File: config.mk
export PLATFORM = sky130hd
export DESIGN_NAME = mbs_streamer
export DESIGN_NICKNAME = d
export VERILOG_FILES = /design/src/rtl/mbs_pkg.sv /design/src/rtl/mbs_lane.sv /design/src/rtl/mbs_ctrl.sv /design/src/rtl/mbs_streamer.sv
export SDC_FILE = /design/constraint.sdc
export NUM_CORES = 1
export LEC_CHECK = 0
export ABC_CLOCK_PERIOD_IN_PS = 2800
export BUFFER_PORTS_ARGS = -buffer_cell sky130_fd_sc_hd__buf_2
export CORE_MARGIN = 3
export CORE_UTILIZATION = 46
export CTS_CLUSTER_DIAMETER = 120
export DETAILED_ROUTE_END_ITERATION = 16
export HOLD_SLACK_MARGIN = 0.03
export PLACE_DENSITY = 0.78
export REMOVE_ABC_BUFFERS = 1
export SLEW_MARGIN = 40
export SYNTH_ARGS = -nofsm -noshare
export SYNTH_HDL_FRONTEND = slang
export SYNTH_SLANG_ARGS = --single-unit
File: constraint.sdc
create_clock -name clk -period 2.8 [get_ports clk]
set_input_delay 0.28 -clock clk [delete_from_list [all_inputs] [get_ports clk]]
set_output_delay 0.28 -clock clk [all_outputs]
set_load 0.05 [all_outputs]
File: src/rtl/mbs_pkg.sv
package mbs_pkg;
  typedef enum logic [1:0] {
    ERR_NONE     = 2'd0,
    ERR_OVERSIZE = 2'd1,
    ERR_TIMEOUT  = 2'd2
  } errCode_e;

  typedef enum logic [1:0] {
    ST_IDLE = 2'd0,
    ST_XFER = 2'd1,
    ST_DONE = 2'd2
  } xferState_e;

  // strobes from a direction's FSM to its lane datapath
  typedef struct packed {
    logic start;    // header accepted: load length, index -> 1
    logic step;     // current word moved: index + 1
    logic waiting;  // in body phase: stalls count toward timeout
    logic finish;   // done cycle: index back to 0
  } laneStrobe_t;
endpackage

File: src/rtl/mbs_lane.sv
module mbs_lane
  import mbs_pkg::*;
#(
  parameter int NUM_REGS   = 4,
  parameter int LEN_W      = 8,
  parameter int TMO_W      = 16,
  parameter int SMALL_MAX  = 31,
  parameter int LARGE_MAX  = 255,
  parameter bit WAIVE_HEAD = 1'b1,
  localparam int SLOT_W    = $clog2(NUM_REGS)
) (
  input  logic              clk,
  input  logic              rstN,
  input  laneStrobe_t       stb,
  input  logic [LEN_W-1:0]  hdrLen,
  input  logic [NUM_REGS-1:0] flags,
  input  logic [TMO_W-1:0]  timeoutLimit,
  input  logic              largeMode,
  output logic [LEN_W-1:0]  idx,
  output logic [SLOT_W-1:0] slot,
  output logic              mayMove,
  output logic              hdrOver,
  output logic              hdrSingle,
  output logic              lastWord,
  output logic              tmoHit
);
  logic [LEN_W-1:0] idxQ, lenQ;
  logic [TMO_W-1:0] stallQ;
  logic             flagOk;

  assign idx       = idxQ;
  assign slot      = idxQ[SLOT_W-1:0];
  assign flagOk    = flags[slot];
  assign hdrOver   = largeMode ? (int'(hdrLen) > LARGE_MAX) : (int'(hdrLen) > SMALL_MAX);
  assign hdrSingle = hdrLen < LEN_W'(2);
  assign lastWord  = (idxQ + LEN_W'(1)) == lenQ;

  // variant: transmit waives the flag for the first NUM_REGS words
  generate
    if (WAIVE_HEAD) begin : g_waive
      assign mayMove = flagOk || (int'(idxQ) < NUM_REGS);
    end else begin : g_strict
      assign mayMove = flagOk;
    end
  endgenerate

  assign tmoHit = stb.waiting && !mayMove && (timeoutLimit != '0)
                  && (stallQ == timeoutLimit - TMO_W'(1));

  always_ff @(posedge clk) begin
    if (!rstN) begin
      idxQ   <= '0;
      lenQ   <= '0;
      stallQ <= '0;
    end else if (stb.start) begin
      idxQ   <= LEN_W'(1);
      lenQ   <= hdrLen;
      stallQ <= '0;
    end else if (stb.finish) begin
      idxQ   <= '0;
      stallQ <= '0;
    end else if (stb.step) begin
      idxQ   <= idxQ + LEN_W'(1);
      stallQ <= '0;
    end else if (stb.waiting && !mayMove) begin
      stallQ <= stallQ + TMO_W'(1);
    end
  end
endmodule

File: src/rtl/mbs_ctrl.sv
module mbs_ctrl
  import mbs_pkg::*;
(
  input  logic        clk,
  input  logic        rstN,
  input  logic        txWordValid,
  input  logic        rxWordReady,
  input  logic        txMayMove,
  input  logic        txHdrOver,
  input  logic        txHdrSingle,
  input  logic        txLast,
  input  logic        txTmo,
  input  logic        rxMayMove,
  input  logic        rxHdrOver,
  input  logic        rxHdrSingle,
  input  logic        rxLast,
  input  logic        rxTmo,
  output laneStrobe_t txStb,
  output laneStrobe_t rxStb,
  output logic        txWordReady,
  output logic        mbTxWrite,
  output logic        rxWordValid,
  output logic        mbRxRead,
  output logic        rxIrqEn0,
  output logic        txDone,
  output logic        rxDone,
  output errCode_e    txErr,
  output errCode_e    rxErr
);
  xferState_e txState, txNext, rxState, rxNext;
  errCode_e   txErrQ, txErrNext, rxErrQ, rxErrNext;

  always_comb begin
    txNext = txState; txErrNext = txErrQ; txStb = '0;
    txWordReady = 1'b0; mbTxWrite = 1'b0;
    case (txState)
      ST_IDLE: begin
        txWordReady = 1'b1;
        if (txWordValid) begin
          txStb.start = 1'b1;
          mbTxWrite   = !txHdrOver;
          txErrNext   = txHdrOver ? ERR_OVERSIZE : ERR_NONE;
          txNext      = (txHdrOver || txHdrSingle) ? ST_DONE : ST_XFER;
        end
      end
      ST_XFER: begin
        txStb.waiting = 1'b1;
        txWordReady   = txMayMove;
        mbTxWrite     = txWordValid && txMayMove;
        txStb.step    = mbTxWrite;
        if (mbTxWrite && txLast) txNext = ST_DONE;
        else if (txTmo) begin txNext = ST_DONE; txErrNext = ERR_TIMEOUT; end
      end
      ST_DONE: begin txStb.finish = 1'b1; txNext = ST_IDLE; end
      default: txNext = ST_IDLE;
    endcase
  end

  always_comb begin
    rxNext = rxState; rxErrNext = rxErrQ; rxStb = '0;
    rxWordValid = 1'b0; mbRxRead = 1'b0;
    case (rxState)
      ST_IDLE: begin
        rxWordValid = rxMayMove;
        mbRxRead    = rxMayMove && rxWordReady;
        if (mbRxRead) begin
          rxStb.start = 1'b1;
          rxErrNext   = rxHdrOver ? ERR_OVERSIZE : ERR_NONE;
          rxNext      = (rxHdrOver || rxHdrSingle) ? ST_DONE : ST_XFER;
        end
      end
      ST_XFER: begin
        rxStb.waiting = 1'b1;
        rxWordValid   = rxMayMove;
        mbRxRead      = rxMayMove && rxWordReady;
        rxStb.step    = mbRxRead;
        if (mbRxRead && rxLast) rxNext = ST_DONE;
        else if (rxTmo) begin rxNext = ST_DONE; rxErrNext = ERR_TIMEOUT; end
      end
      ST_DONE: begin rxStb.finish = 1'b1; rxNext = ST_IDLE; end
      default: rxNext = ST_IDLE;
    endcase
  end

  always_ff @(posedge clk) begin
    if (!rstN) begin
      txState <= ST_IDLE; rxState <= ST_IDLE;
      txErrQ  <= ERR_NONE; rxErrQ <= ERR_NONE;
    end else begin
      txState <= txNext; rxState <= rxNext;
      txErrQ  <= txErrNext; rxErrQ <= rxErrNext;
    end
  end

  assign txDone   = txState == ST_DONE;
  assign rxDone   = rxState == ST_DONE;
  assign txErr    = txDone ? txErrQ : ERR_NONE;
  assign rxErr    = rxDone ? rxErrQ : ERR_NONE;
  assign rxIrqEn0 = rxState != ST_XFER;
endmodule

File: src/rtl/mbs_streamer.sv
module mbs_streamer
  import mbs_pkg::*;
#(
  parameter int NUM_REGS  = 4,
  parameter int DATA_W    = 32,
  parameter int LEN_W     = 8,
  parameter int LEN_LSB   = 8,
  parameter int TMO_W     = 16,
  parameter int SMALL_MAX = 31,
  parameter int LARGE_MAX = 255,
  localparam int SLOT_W   = $clog2(NUM_REGS)
) (
  input  logic                clk,
  input  logic                rstN,
  input  logic                largeMode,
  input  logic [TMO_W-1:0]    timeoutLimit,
  input  logic                txWordValid,
  output logic                txWordReady,
  input  logic [DATA_W-1:0]   txWord,
  output logic                mbTxWrite,
  output logic [SLOT_W-1:0]   mbTxIdx,
  output logic [DATA_W-1:0]   mbTxData,
  input  logic [NUM_REGS-1:0] mbTxEmpty,
  input  logic [NUM_REGS-1:0] mbRxFull,
  output logic                mbRxRead,
  output logic [SLOT_W-1:0]   mbRxIdx,
  input  logic [DATA_W-1:0]   mbRxData,
  output logic                rxWordValid,
  input  logic                rxWordReady,
  output logic [DATA_W-1:0]   rxWord,
  output logic                rxIrqEn0,
  output logic                txDone,
  output logic [1:0]          txErr,
  output logic [LEN_W-1:0]    txErrIdx,
  output logic                rxDone,
  output logic [1:0]          rxErr,
  output logic [LEN_W-1:0]    rxErrIdx
);
  laneStrobe_t      txStb, rxStb;
  logic [LEN_W-1:0] txIdx, rxIdx;
  logic txMayMove, txHdrOver, txHdrSingle, txLast, txTmo;
  logic rxMayMove, rxHdrOver, rxHdrSingle, rxLast, rxTmo;
  errCode_e txErrE, rxErrE;

  mbs_lane #(.NUM_REGS(NUM_REGS), .LEN_W(LEN_W), .TMO_W(TMO_W), .SMALL_MAX(SMALL_MAX),
             .LARGE_MAX(LARGE_MAX), .WAIVE_HEAD(1'b1)) u_txLane (
    .clk(clk), .rstN(rstN), .stb(txStb), .hdrLen(txWord[LEN_LSB +: LEN_W]),
    .flags(mbTxEmpty), .timeoutLimit(timeoutLimit), .largeMode(largeMode),
    .idx(txIdx), .slot(mbTxIdx), .mayMove(txMayMove), .hdrOver(txHdrOver),
    .hdrSingle(txHdrSingle), .lastWord(txLast), .tmoHit(txTmo));

  mbs_lane #(.NUM_REGS(NUM_REGS), .LEN_W(LEN_W), .TMO_W(TMO_W), .SMALL_MAX(SMALL_MAX),
             .LARGE_MAX(LARGE_MAX), .WAIVE_HEAD(1'b0)) u_rxLane (
    .clk(clk), .rstN(rstN), .stb(rxStb), .hdrLen(mbRxData[LEN_LSB +: LEN_W]),
    .flags(mbRxFull), .timeoutLimit(timeoutLimit), .largeMode(largeMode),
    .idx(rxIdx), .slot(mbRxIdx), .mayMove(rxMayMove), .hdrOver(rxHdrOver),
    .hdrSingle(rxHdrSingle), .lastWord(rxLast), .tmoHit(rxTmo));

  mbs_ctrl u_ctrl (
    .clk(clk), .rstN(rstN), .txWordValid(txWordValid), .rxWordReady(rxWordReady),
    .txMayMove(txMayMove), .txHdrOver(txHdrOver), .txHdrSingle(txHdrSingle),
    .txLast(txLast), .txTmo(txTmo), .rxMayMove(rxMayMove), .rxHdrOver(rxHdrOver),
    .rxHdrSingle(rxHdrSingle), .rxLast(rxLast), .rxTmo(rxTmo),
    .txStb(txStb), .rxStb(rxStb), .txWordReady(txWordReady), .mbTxWrite(mbTxWrite),
    .rxWordValid(rxWordValid), .mbRxRead(mbRxRead), .rxIrqEn0(rxIrqEn0),
    .txDone(txDone), .rxDone(rxDone), .txErr(txErrE), .rxErr(rxErrE));

  assign mbTxData = txWord;
  assign rxWord   = mbRxData;
  assign txErr    = txErrE;
  assign rxErr    = rxErrE;
  assign txErrIdx = (txErrE == ERR_TIMEOUT) ? txIdx : '0;
  assign rxErrIdx = (rxErrE == ERR_TIMEOUT) ? rxIdx : '0;
endmodule

==> flow_summary.yaml <==
outcome:
  outcome: "completed"
route:
  wl_met3_um: 1430
  drtIter0Drc: 234
  dr.pass1.iters: 5
  wl_met1_um: 6510
  ant_nets: 0
  dr_wl_met2_um: 6270
  vias_per_cell: 5.56
  drc: 0
  finalWirelength_um: 14500
  vias: 4640
  highest_layer: "met4"
  wl_per_cell_um: 17.4
clock_tree:
  cts_max_path_buffers: 2
  numCtsBuffers: 9
  h-tree-depth: 3
  clk_pin_slew_ns: 0.08
  postCtsHoldBufs: 0
  clock-sinks: 72
  clock-root-buffer: "clkbuf_8"
  cts_tree: "built"
  clk_latency_ns: 0.36
final_layout:
  nets: 788
  final_util: 0.524
  final_layout_size_suffix_gt1_frac: 0.238
  diodes: 0
  fillCellCount: 1022
  synthToLayoutAreaGrowth_pct: 10.5
place:
  dpl_worst_slack_ns: -0.0311
  hpwl_um: 11600
  port_buffers: 91
  gp_congestion: 0.948
floorplan:
  die_w_um: 112
  core_um2: 10900
  fp.dieH_um: 112
  die_area_um2: 12500
  floorplan.initialDensity: 0.474
  fp-row-count: 38
  io_pins: 188
timing:
  period_share: 0.919
  whs_ns: 0.179
  finalSetupTns_ns: 0
  slew-limit-headroom: 0.513
  fmax_mhz: 389
  fin_ws_ns: 0.228
  final_hold_viol_count: 0
  period_minus_slack_ns: 2.57
  setup_violations: 0
  clock_skew_ns: 0.0125
  drv_slew: 0
  tightest_slew_ns: 0.712
  rsz0062_at_grt: "no"
logic_synthesis:
  synth-edff-count: 0
  synthTopCellsByArea: "dfxtp_1 28%, buf_4 10%, xnor2_1 8.8%"
  yosys.cell_count.top_type: "dfxtp_1"
  ys_ff_latch: 72
  ys_top_cells_by_count: "72 x dfxtp_1, 69 x buf_4, 67 x nor2_1, 66 x nand2_1, 52 x xnor2_1"
  yosysTopAreaCell: "dfxtp_1"
  async_flop_share: 0
  syn-cell-area_um2: 5170
  ys_types: 66
  yosys_warnings: 0
  syn_inst: 646
  synth.top_cell.area_share: 0.279
  synth_top_flop_cell: "dfxtp_1"
  syn_avg_cell_area_um2: 8.00
  ys_seq_area_frac: 0.279
pwr:
  ir_drop_mv: 0.296
  seqPwrFrac: 0.386
  power.total_mw: 2.89
  p_comb_frac: 0.231
  power_density_nw_per_um2: 506
  switching_share: 0.304
  p_switching_mw: 0.879
  p_clk_frac: 0.383
  p_leak_nw: 2.28
  p_int_mw: 2.01
critical_path:
  worstPathMaxFanout: 7
  crit_type: "reg -> out"
  critPathLaunchType: "flip-flop"
  end_kind: "output pin"
  crit_arrival_ns: 2.29
  worst_ep_required_time_ns: 2.52
worst_hold_path:
  hold_class: "in -> reg"
flow_run:
  drv_cap: 0
grt:
  grt_overflow: 0
  grt_max_degree: 34
  grt_usage: 0.230
  grt_pass1_wl_um: 22900
  grt_pass1_vias: 4534
  antenna_found_initial: 0
-- kinds of logic (layout without fill, tap and decap cells) --
kind of cell	count (synthesis)	after routing	synth area share
XOR/XNOR	98	98	0.171
buffers and inverters	106	154	0.130
AO/OA/AOI/OAI	87	87	0.117
adder cells (fa/ha/maj)	6	6	0.0145
AND/OR/NAND/NOR	273	273	0.275
flip-flops	72	72	0.279
multiplexers	4	4	0.0128
-- power by group through the flow --
stage,Clock (mW),Sequential (mW),Combinational [mW]
floorplan,0,1.15,0.371
global placement,0,1.14,0.651
detailed placement,0,1.14,0.664
CTS,1.13,1.12,0.668
global route,1.18,1.12,0.727
finish,1.11,1.12,0.667
-- critical path, cell delays in order (launching register included) --
cell      delay (ns)
dfxtp_1         0.39
nor4_2          0.42
a21oi_2         0.15
buf_4           0.16
nor2b_1         0.14
nand3b_1        0.17
o21ai_0         0.17
buf_2           0.32
-- cell type report --
cell class                      count  area (um2)  share of cell area
Multi-Input combinational cell    468        3060               0.537
Clock inverter                      5         128              0.0224
Tap cell                          140         175              0.0307
Sequential cell                    72        1440               0.253
Clock buffer                       11         141              0.0248
Inverter                           13        48.8             0.00855
Timing Repair Buffer              125         711               0.125
-- sequential cells by signal, indices dropped and copies added, names as in the netlist --
| name | flops |
|---|---|
| u_txLane.stallQ | 16 |
| u_ctrl.txErrQ | 2 |
| u_txLane.idx | 8 |
| u_txLane.lenQ | 8 |
| u_rxLane.lenQ | 8 |
| u_rxLane.idx | 8 |
| u_ctrl.rxErrQ | 2 |
| u_rxLane.stallQ | 16 |
| u_ctrl.txState | 2 |
| u_ctrl.rxState | 2 |
-- layout by cell type (no fill, tap or decap), types with 17 or more instances in the layout --
cell type | netlist | layout
nand3_1 | 22 | 22
nor2_1 | 67 | 67
dfxtp_1 | 72 | 72
o21ai_0 | 17 | 17
buf_2 | 0 | 91
xor2_1 | 44 | 44
a21boi_0 | 17 | 17
nand2_1 | 66 | 66
a21oi_1 | 18 | 17
and2_1 | 25 | 25
buf_4 | 69 | 34
xnor2_1 | 52 | 52
-- what timing repair did --
action / in CTS / in global routing
gates resized for setup: 0 / 2
setup buffers: 0 / 0
setup endpoints to repair: 0 / 1
-- path summary, 6_finish.rpt --
check	from	to	slack (ns)	cells after the start
min	mbRxData[8]	u_rxLane.lenQ[0]$_SDFFE_PN0P_	0.18	3
min reg2reg	u_ctrl.txErrQ[1]$_SDFFE_PN0P_	u_ctrl.txErrQ[1]$_SDFFE_PN0P_	0.46	2
max	u_txLane.idx[3]$_SDFFE_PP0P_	mbTxWrite	0.23	7
max reg2reg	u_rxLane.idx[0]$_SDFFE_PN0P_	u_ctrl.rxState[1]$_SDFFE_PN0P_	0.23	6
-- through the flow --
step,instance area (um2),cells
after detailed placement,5430,818
final,5710,834
after CTS,5700,834
after global placement,5430,818
after global routing,5710,834
after floorplan,4540,553
-- layer usage --
metal  vias up  GRT usage
met1      2203      0.298
met5         -     0.0431
met2       187      0.340
met4         0     0.0849
li1       2223          -
met3        27     0.0967
Power figures use the tool's default switching activity.
